[src/rtl/stack_flow_seq.sv]
module stack_flow_seq #(
  parameter int DW = 8,
  parameter logic [2*DW-1:0] SP_INIT = 16'hFFFE,
  parameter logic [2*DW-1:0] PC_INIT = 16'h0100
) (
  input  logic            clk,
  input  logic            rst_n,
  input  logic            cmd_valid,
  input  logic [3:0]      cmd_op,
  input  logic [2*DW-1:0] cmd_target,
  input  logic [2*DW-1:0] cmd_pair,
  input  logic [DW-1:0]   mem_rdata,
  output logic [2*DW-1:0] mem_addr,
  output logic [DW-1:0]   mem_wdata,
  output logic            mem_we,
  output logic            mem_re,
  output logic            busy,
  output logic            done,
  output logic [2*DW-1:0] sp,
  output logic [2*DW-1:0] pc,
  output logic            ime,
  output logic [2*DW-1:0] pop_pair
);
  localparam int AW = 2 * DW;
  localparam logic [3:0] OP_PUSH = 4'd1, OP_PUSHF = 4'd2, OP_POP = 4'd3, OP_POPF = 4'd4,
                         OP_CALL = 4'd5, OP_RET = 4'd6, OP_RETI = 4'd7, OP_JP = 4'd8,
                         OP_JPR = 4'd9, OP_RST = 4'd10;

  logic [3:0]    op_q, cnt, len;
  logic [AW-1:0] tgt_q, data_q;
  logic [DW-1:0] lo_q, hi_q;
  logic          push_like, pop_like, is_call, wr_hi, wr_lo, rd_lo, rd_hi, accept, op_ok;

  assign op_ok  = (cmd_op >= OP_PUSH) && (cmd_op <= OP_RST);
  assign busy   = cnt != 4'd0;
  assign accept = cmd_valid && !busy && op_ok;

  always_comb begin
    case (op_q)
      OP_PUSH, OP_PUSHF, OP_RET, OP_RETI, OP_JP, OP_RST: len = 4'd4;
      OP_POP, OP_POPF: len = 4'd3;
      OP_CALL: len = 4'd6;
      default: len = 4'd1;
    endcase
  end

  assign done      = busy && (cnt == len);
  assign push_like = (op_q == OP_PUSH) || (op_q == OP_PUSHF) || (op_q == OP_RST);
  assign is_call   = op_q == OP_CALL;
  assign pop_like  = (op_q == OP_POP) || (op_q == OP_POPF) || (op_q == OP_RET) || (op_q == OP_RETI);
  assign wr_hi     = busy && ((push_like && cnt == 4'd2) || (is_call && cnt == 4'd4));
  assign wr_lo     = busy && ((push_like && cnt == 4'd3) || (is_call && cnt == 4'd5));
  assign rd_lo     = busy && pop_like && cnt == 4'd1;
  assign rd_hi     = busy && pop_like && cnt == 4'd2;
  assign mem_we    = wr_hi || wr_lo;
  assign mem_re    = rd_lo || rd_hi;
  assign mem_addr  = mem_we ? sp - 1'b1 : sp;
  assign mem_wdata = wr_hi ? data_q[AW-1:DW] : data_q[DW-1:0];

  always_ff @(posedge clk) begin
    if (!rst_n) begin
      cnt <= '0; op_q <= '0; tgt_q <= '0; data_q <= '0;
      lo_q <= '0; hi_q <= '0; sp <= SP_INIT; pc <= PC_INIT; ime <= 1'b0; pop_pair <= '0;
    end else begin
      if (accept) begin
        cnt  <= 4'd1;
        op_q <= cmd_op;
        case (cmd_op)
          OP_PUSHF: data_q <= {cmd_pair[AW-1:DW], cmd_pair[DW-1:DW-4], {(DW-4){1'b0}}};
          OP_CALL:  data_q <= pc + AW'(3);
          OP_RST:   data_q <= pc + AW'(1);
          default:  data_q <= cmd_pair;
        endcase
        tgt_q <= (cmd_op == OP_RST) ? {{(AW-6){1'b0}}, cmd_target[2:0], 3'b000} : cmd_target;
      end else if (done) begin
        cnt <= '0;
      end else if (busy) begin
        cnt <= cnt + 4'd1;
      end
      if (mem_we) sp <= sp - 1'b1;
      else if (mem_re) sp <= sp + 1'b1;
      if (rd_lo) lo_q <= mem_rdata;
      if (rd_hi) hi_q <= mem_rdata;
      if (done) begin
        case (op_q)
          OP_CALL, OP_JP, OP_RST: pc <= tgt_q;
          OP_RET:  pc <= {hi_q, lo_q};
          OP_RETI: begin pc <= {hi_q, lo_q}; ime <= 1'b1; end
          OP_JPR:  pc <= data_q;
          OP_POP:  pop_pair <= {hi_q, lo_q};
          OP_POPF: pop_pair <= {hi_q, lo_q[DW-1:DW-4], {(DW-4){1'b0}}};
          default: ;
        endcase
      end
    end
  end

  assert_bus_excl_R12: assert property (@(posedge clk) disable iff (!rst_n) !(mem_we && mem_re));
  assert_pc_hold_R12: assert property (@(posedge clk) disable iff (!rst_n) !done |=> $stable(pc));
  assert_done_single_R3: assert property (@(posedge clk) disable iff (!rst_n) done |=> !busy);
  assert_sp_idle_R2: assert property (@(posedge clk) disable iff (!rst_n) !busy |=> $stable(sp));
  assert_ime_set_R9: assert property (@(posedge clk) disable iff (!rst_n)
                                      (done && op_q == OP_RETI) |=> ime);
  assert_push_len_R4: assert property (@(posedge clk) disable iff (!rst_n)
                                       (done && op_q == OP_PUSH) |-> $past(wr_lo));
endmodule

[config.mk]
export PLATFORM = sky130hd
export DESIGN_NAME = stack_flow_seq
export DESIGN_NICKNAME = d
export VERILOG_FILES = /design/src/rtl/stack_flow_seq.sv
export SDC_FILE = /design/constraint.sdc
export NUM_CORES = 1
export LEC_CHECK = 0
export BUFFER_PORTS_ARGS = -buffer_cell sky130_fd_sc_hd__buf_4
export CAP_MARGIN = 40
export CORE_ASPECT_RATIO = 1.5
export CORE_UTILIZATION = 51
export CTS_BUF_LIST = sky130_fd_sc_hd__clkbuf_8
export CTS_CLUSTER_DIAMETER = 150
export CTS_CLUSTER_SIZE = 40
export DETAILED_ROUTE_END_ITERATION = 8
export PLACE_DENSITY = 0.75
export RECOVER_POWER = 100
export SYNTH_ARGS = -nofsm -noshare
export SYNTH_HDL_FRONTEND = slang
export SYNTH_SLANG_ARGS = --single-unit
[constraint.sdc]
create_clock -name clk -period 6.83 [get_ports clk]
set_clock_uncertainty 0.1 [all_clocks]
set_input_delay 0.683 -clock clk [delete_from_list [all_inputs] [get_ports clk]]
set_output_delay 0.683 -clock clk [all_outputs]
set_load 0.01 [all_outputs]
Word level (Yosys, flattened, before mapping)
Memory sizes are Yosys's and may differ from the RTL's. A register that Yosys moved wholly into a read port is not among the register bits.
Index checks and enable logic that the tools add are counted.
{ "word_totals": {"register_bits": 105, "latchBits": 0, "ram_bits": 0, "romBits": 48, "output_inout_bits": 77, "wordCells": 86, "memories": 1} }
{ "classes": {"add_sub_neg": 5, "n_mul": 0, "n_div": 0, "n_lt_le_gt_ge": 2, "n_eq_ne": 19, "shift": 0, "muxes": 13, "n_bitwise": 1, "reduce_logical": 34} }
{ "mem_list": {"columns": ["name", "words", "word_bits", "read_ports", "rd_clocked_by_memory_dff", "wr", "line_no", "text"], "rows": [
  ["(name not given)", 16, 3, 1, 1, 0, "39", "case (op_q)"]
]} }
{ "op_table": {"columns": ["op", "count"], "rows": [
  ["$pmux 16 s3", 2],
  ["$mux 16", 4],
  ["$add 16x1->16 const B", 2],
  ["$pmux 16 s2", 1],
  ["$eq 4x3->1 const B", 7],
  ["$eq 4x2->1 const B", 5],
  ["$add 16x2->16 const B", 1],
  ["$eq 4x4->1 const B", 4],
  ["$sub 16x1->16 const B", 1],
  ["$logic_and 1x1->1", 13],
  ["$logic_or 1x1->1", 9],
  ["$eq 4x1->1 const B", 2],
  ["$mux 4", 2],
  ["$mux 8", 1],
  ["$reduce_and 2->1", 3],
  ["$reduce_bool 3->1", 2],
  ["$reduce_or 3->1", 2],
  ["$add 4x1->4 const B", 1],
  ["$eq 4x4->1", 1],
  ["$ge 4x1->1 const B", 1],
  ["$le 4x4->1 const B", 1],
  ["$reduce_bool 2->1", 2],
  ["$reduce_bool 4->1", 1],
  ["$mux 1", 3],
  ["other kinds (3)", 3]
]} }

Longest topological paths before layout
{ "depth": {"depth_word": 9, "mapped_depth": 10} }

Least setup slack after synthesis
No wires, ideal clock.
{ "synth_timing": {"path_type": "reg-to-output", "start": "register sp[5]", "end": "output port mem_addr[14]", "arrival_time_ns": 2.181, "t_required_ns": 6.047, "slack_ns": 3.866, "stages_incl_launch_ff": 7, "n_path_buf": 2, "cell_sequence": "dfxtp_1 buf_2 or4_1 clkbuf_1 or3_1 a2111oi_4 xor2_1"} }
{ "synth_between": {"elab_chain_len": 2} }
{ "synth_rtl": {"columns": ["element", "line_no", "text"], "rows": [
  ["start, declared", "19", "output logic [2*DW-1:0] sp,"],
  ["start signal, assigned", "80", "if (mem_we) sp <= sp - 1'b1;"],
  ["start signal, assigned", "81", "else if (mem_re) sp <= sp + 1'b1;"],
  ["$sub 16x1->16", "57", "assign mem_addr = mem_we ? sp - 1'b1 : sp;"],
  ["$mux 16", "57", null],
  ["end, declared", "13", "output logic [2*DW-1:0] mem_addr,"]
]} }
Every way passes these cells.

Worst setup path in the final report
{ "layout_timing": {"start": "register cnt[0]", "end": "register pc[8]"} }
{ "layout_between": {"elab_chain_len": 3, "elab_cells_between_ends": 4, "classes_between": "1 x eq/ne; 3 x reduce/logical"} }
{ "layout_rtl": {"columns": ["element", "line_no", "text"], "rows": [
  ["start, declared", "29", "logic [3:0] op_q, cnt, len;"],
  ["start signal, assigned", "78", "cnt <= cnt + 4'd1;"],
  ["$eq 4x4->1 or $reduce_bool 4->1 (tied branches)", "47, 35", null],
  ["$logic_and 1x1->1 (*)", "47", "assign done = busy && (cnt == len);"],
  ["$reduce_and 2->1 (no source line) (*)", null, null],
  ["end signal, assigned", "86", "OP_CALL, OP_JP, OP_RST: pc <= tgt_q;"],
  ["end signal, assigned", "87", "OP_RET: pc <= {hi_q, lo_q};"],
  ["end signal, assigned", "89", "OP_JPR: pc <= data_q;"],
  ["end, declared", "20", "output logic [2*DW-1:0] pc,"]
]} }
Mark *: on every way between the ends. The rest lies on a longest branch, timed or not.
A chain may end at the register's enable or synchronous reset.

==> flow_summary_export.csv <==
group,metric,value,unit
outcome,status,"complete, but fails checks",
outcome,violations,"max-capacitance violations, max-slew violations",
clocking,cts_resized,0,
synthesis,ys_types,70,
cells_and_area,diodes,0,
die,die_x,89.1,um
placement,gp_congestion,0.959,
worst_setup_path,arrival,4570,ps
sta,hold_viol,0,
pwr,netSwitchingPower,0.454,mW
worst_setup_path,rrSetupSlack,2400,ps
die,fp.coreArea,0.0111,mm^2
die,dieArea,0.0118,mm^2
placement,portBuffers,123,
worst_setup_path,cp_max_fo,32,
global_route,grt_max_degree,73,
pwr,ir_worst_vdd,0.123,mV
sta,worstMarginPinSlew,1700,ps
sta,relSlewSlack,-16.4,%
pwr,powerDensity,212,mW/mm^2
clocking,hold_buffers,0,
clocking,clock-root-buffer,"clkbuf_8",
worst_setup_path,cp.required,6970,ps
drt,drt_first_pass_iters,6,
drt,drt_iter0_drc,447,
worst_setup_path,end_kind,"flop",
sta,rsz0062_at_grt,"no",
run,drv_cap,3,
worst_setup_path,path_class,"flop to flop",
cells_and_area,final_cell_mix,"108 x nand2_1, 108 x dfxtp_1, 77 x clkbuf_1",
synthesis,synth_top_area_cell,"dfxtp_1",
drt,wl,17200,um
drt,vias_per_cell,5.90,
die,placementRows,47,
clocking,clk_pin_slew,110,ps
synthesis,post_synth.cell_area_avg,8.06,um^2
synthesis,synth_edf_count,0,
worst_setup_path,start_kind,"flop",
synthesis,synth-async-reset-ratio,0,%
sta,fin_crit_sh,64.8,%
global_route,grt_pass1_vias,5278,
pwr,seqPwrFrac,50.9,%
synthesis,ys_warn_count,0,
synthesis,synth_top_area_share,37.3,%
synthesis,ys_ff_latch,108,
sta,fin_tns_setup,0,ps
global_route,antenna_found_initial,0,
pwr,comb_power_share,20.5,%
sta,finalCriticalPeriod,4430,ps
sta,slew_violations,73,
synthesis,syn_inst,719,
pwr,finalPower,1.41,mW
clocking,cts_tree,"yes",
cells_and_area,final_util,60.0,%
min_path,hp-class,"flop to flop",
global_route,grt.total_usage,29.5,%
pwr,p_sw_share,32.2,%
drt,ant_nets,0,
drt,drt-wirelength-per-cell,17.8,um
placement,dp_hpwl,13000,um
cells_and_area,area_growth,14.5,%
synthesis,synth_seq_area_share,37.3,%
clocking,clkSinkCount,108,
sta,finalSetupViolations,0,
drt,drc,0,
clocking,clk_path_buf_depth,2,
synthesis,ys_top_cells_by_area,"dfxtp_1 37%, nand2_1 6.9%, nand3_1 5.3%, a21oi_1 5.0%, nor2_1 3.3%",
synthesis,syn_area,0.00580,mm^2
drt,vias,5701,
clocking,htree_levels,3,
cells_and_area,drive_gt1_share,11.1,%
synthesis,syn_nets,779,
clocking,numCtsBuffers,9,
pwr,pwr-share-clk,28.6,%
pwr,p_leak,2.33,nW
pwr,p_int,0.955,mW
clocking,post-cts-setup-buffers,0,
die,initial_core_util,52.4,%
global_route,grt_pass1_wl,26700,um
clocking,clock_latency,380,ps
synthesis,ys.flop_type,"dfxtp_1",
die,die_h,133,um
cells_and_area,nets,875,
global_route,grt_overflow,0,
placement,dpl.cell_count,951,
cells_and_area,layout.cells.non_filler,966,
die,num_io_pins,124,
sta,hold_ws,363,ps
sta,fmaxAchievable,226,MHz
synth_stat cells (4+ instances only):
cell type / number
dfxtp_1: 108
nand2_1: 107
nand3_1: 61
a21oi_1: 58
nor2_1: 51
clkbuf_1: 35
inv_1: 25
nor3_1: 19
a22oi_1: 17
xnor2_1: 17
o21ai_0: 16
a311oi_1: 15
mux2_2: 15
mux2i_1: 15
xor2_1: 15
ha_1: 12
nor4_1: 10
buf_2: 9
or3_1: 9
nand2b_1: 8
nand4_1: 7
o211ai_1: 7
and2_1: 6
a211oi_1: 5
a21o_1: 5
o31ai_1: 5
or4_1: 4
per-layer routing:
layer | vias up | GRT usage (%) | part of all wire (%)
met2 | 205 | 53.6 | 53
met3 | 42 | 5.12 | 4.8
met5 | - | 0 | 0
met1 | 2707 | 33.2 | 39
li1 | 2747 | - | -
met4 | 0 | 11.4 | 3.2
state kept, by name, indices dropped and copies added (netlist names):
name / count
pc: 16
len: 3
lo_q: 8
cnt: 4
data_q: 16
sp: 16
pop_pair: 16
ime: 1
tgt_q: 16
hi_q: 8
op_q: 4
critical path, cell delays in order (launching register included):
cell and delay, ps:
dfxtp_1 470, inv_1 120, ha_1 280, or3_1 370, a2111oi_0 1380, a21boi_0 270
clkbuf_1 920, and3_1 300, o21ai_0 70
logic make-up after synthesis:
family          Yosys count  share of synthesized area, %
compound gates          154                          18.4
buf+inv                  75                          5.18
flops                   108                          37.3
mux                      32                          5.96
simple gates            305                          25.4
fa+ha+maj                13                          2.94
xor+xnor                 32                          4.83
power groups by stage:
stage                     logic (mW)  clock network [mW]  registers, mW
after CTS                      0.313               0.408          0.717
final                          0.289               0.403          0.717
after global placement         0.300                   0          0.729
after detailed placement       0.312                   0          0.731
after global routing           0.321               0.431          0.722
after floorplan                0.215                   0          0.711
metrics by stage:
step,setup slack (ps),instance area [um^2]
3_3_place_gp,3230,6760
4_1_cts,2810,7000
6_report,2400,6640
3_5_place_dp,3140,6800
2_1_floorplan,3870,5800
5_1_grt,1840,6640
cell type report:
class	instances	area, um^2
clock inverters	6	72.6
multi-input cells	536	3280
inverters	27	101
flip-flops and latches	108	2160
fillers	1153	4420
repair buffers	133	713
well taps	147	184
clock buffers	9	124
worst paths after layout:
kind / startpoint / to / cells after the start
max: cnt[0] / pc[8] / 8
min reg2reg: tgt_q[8] / tgt_q[8] / 2
max reg2reg: cnt[0] / pc[8] / 8
min: tgt_q[8] / tgt_q[8] / 2
Power figures use the tool's default switching activity.
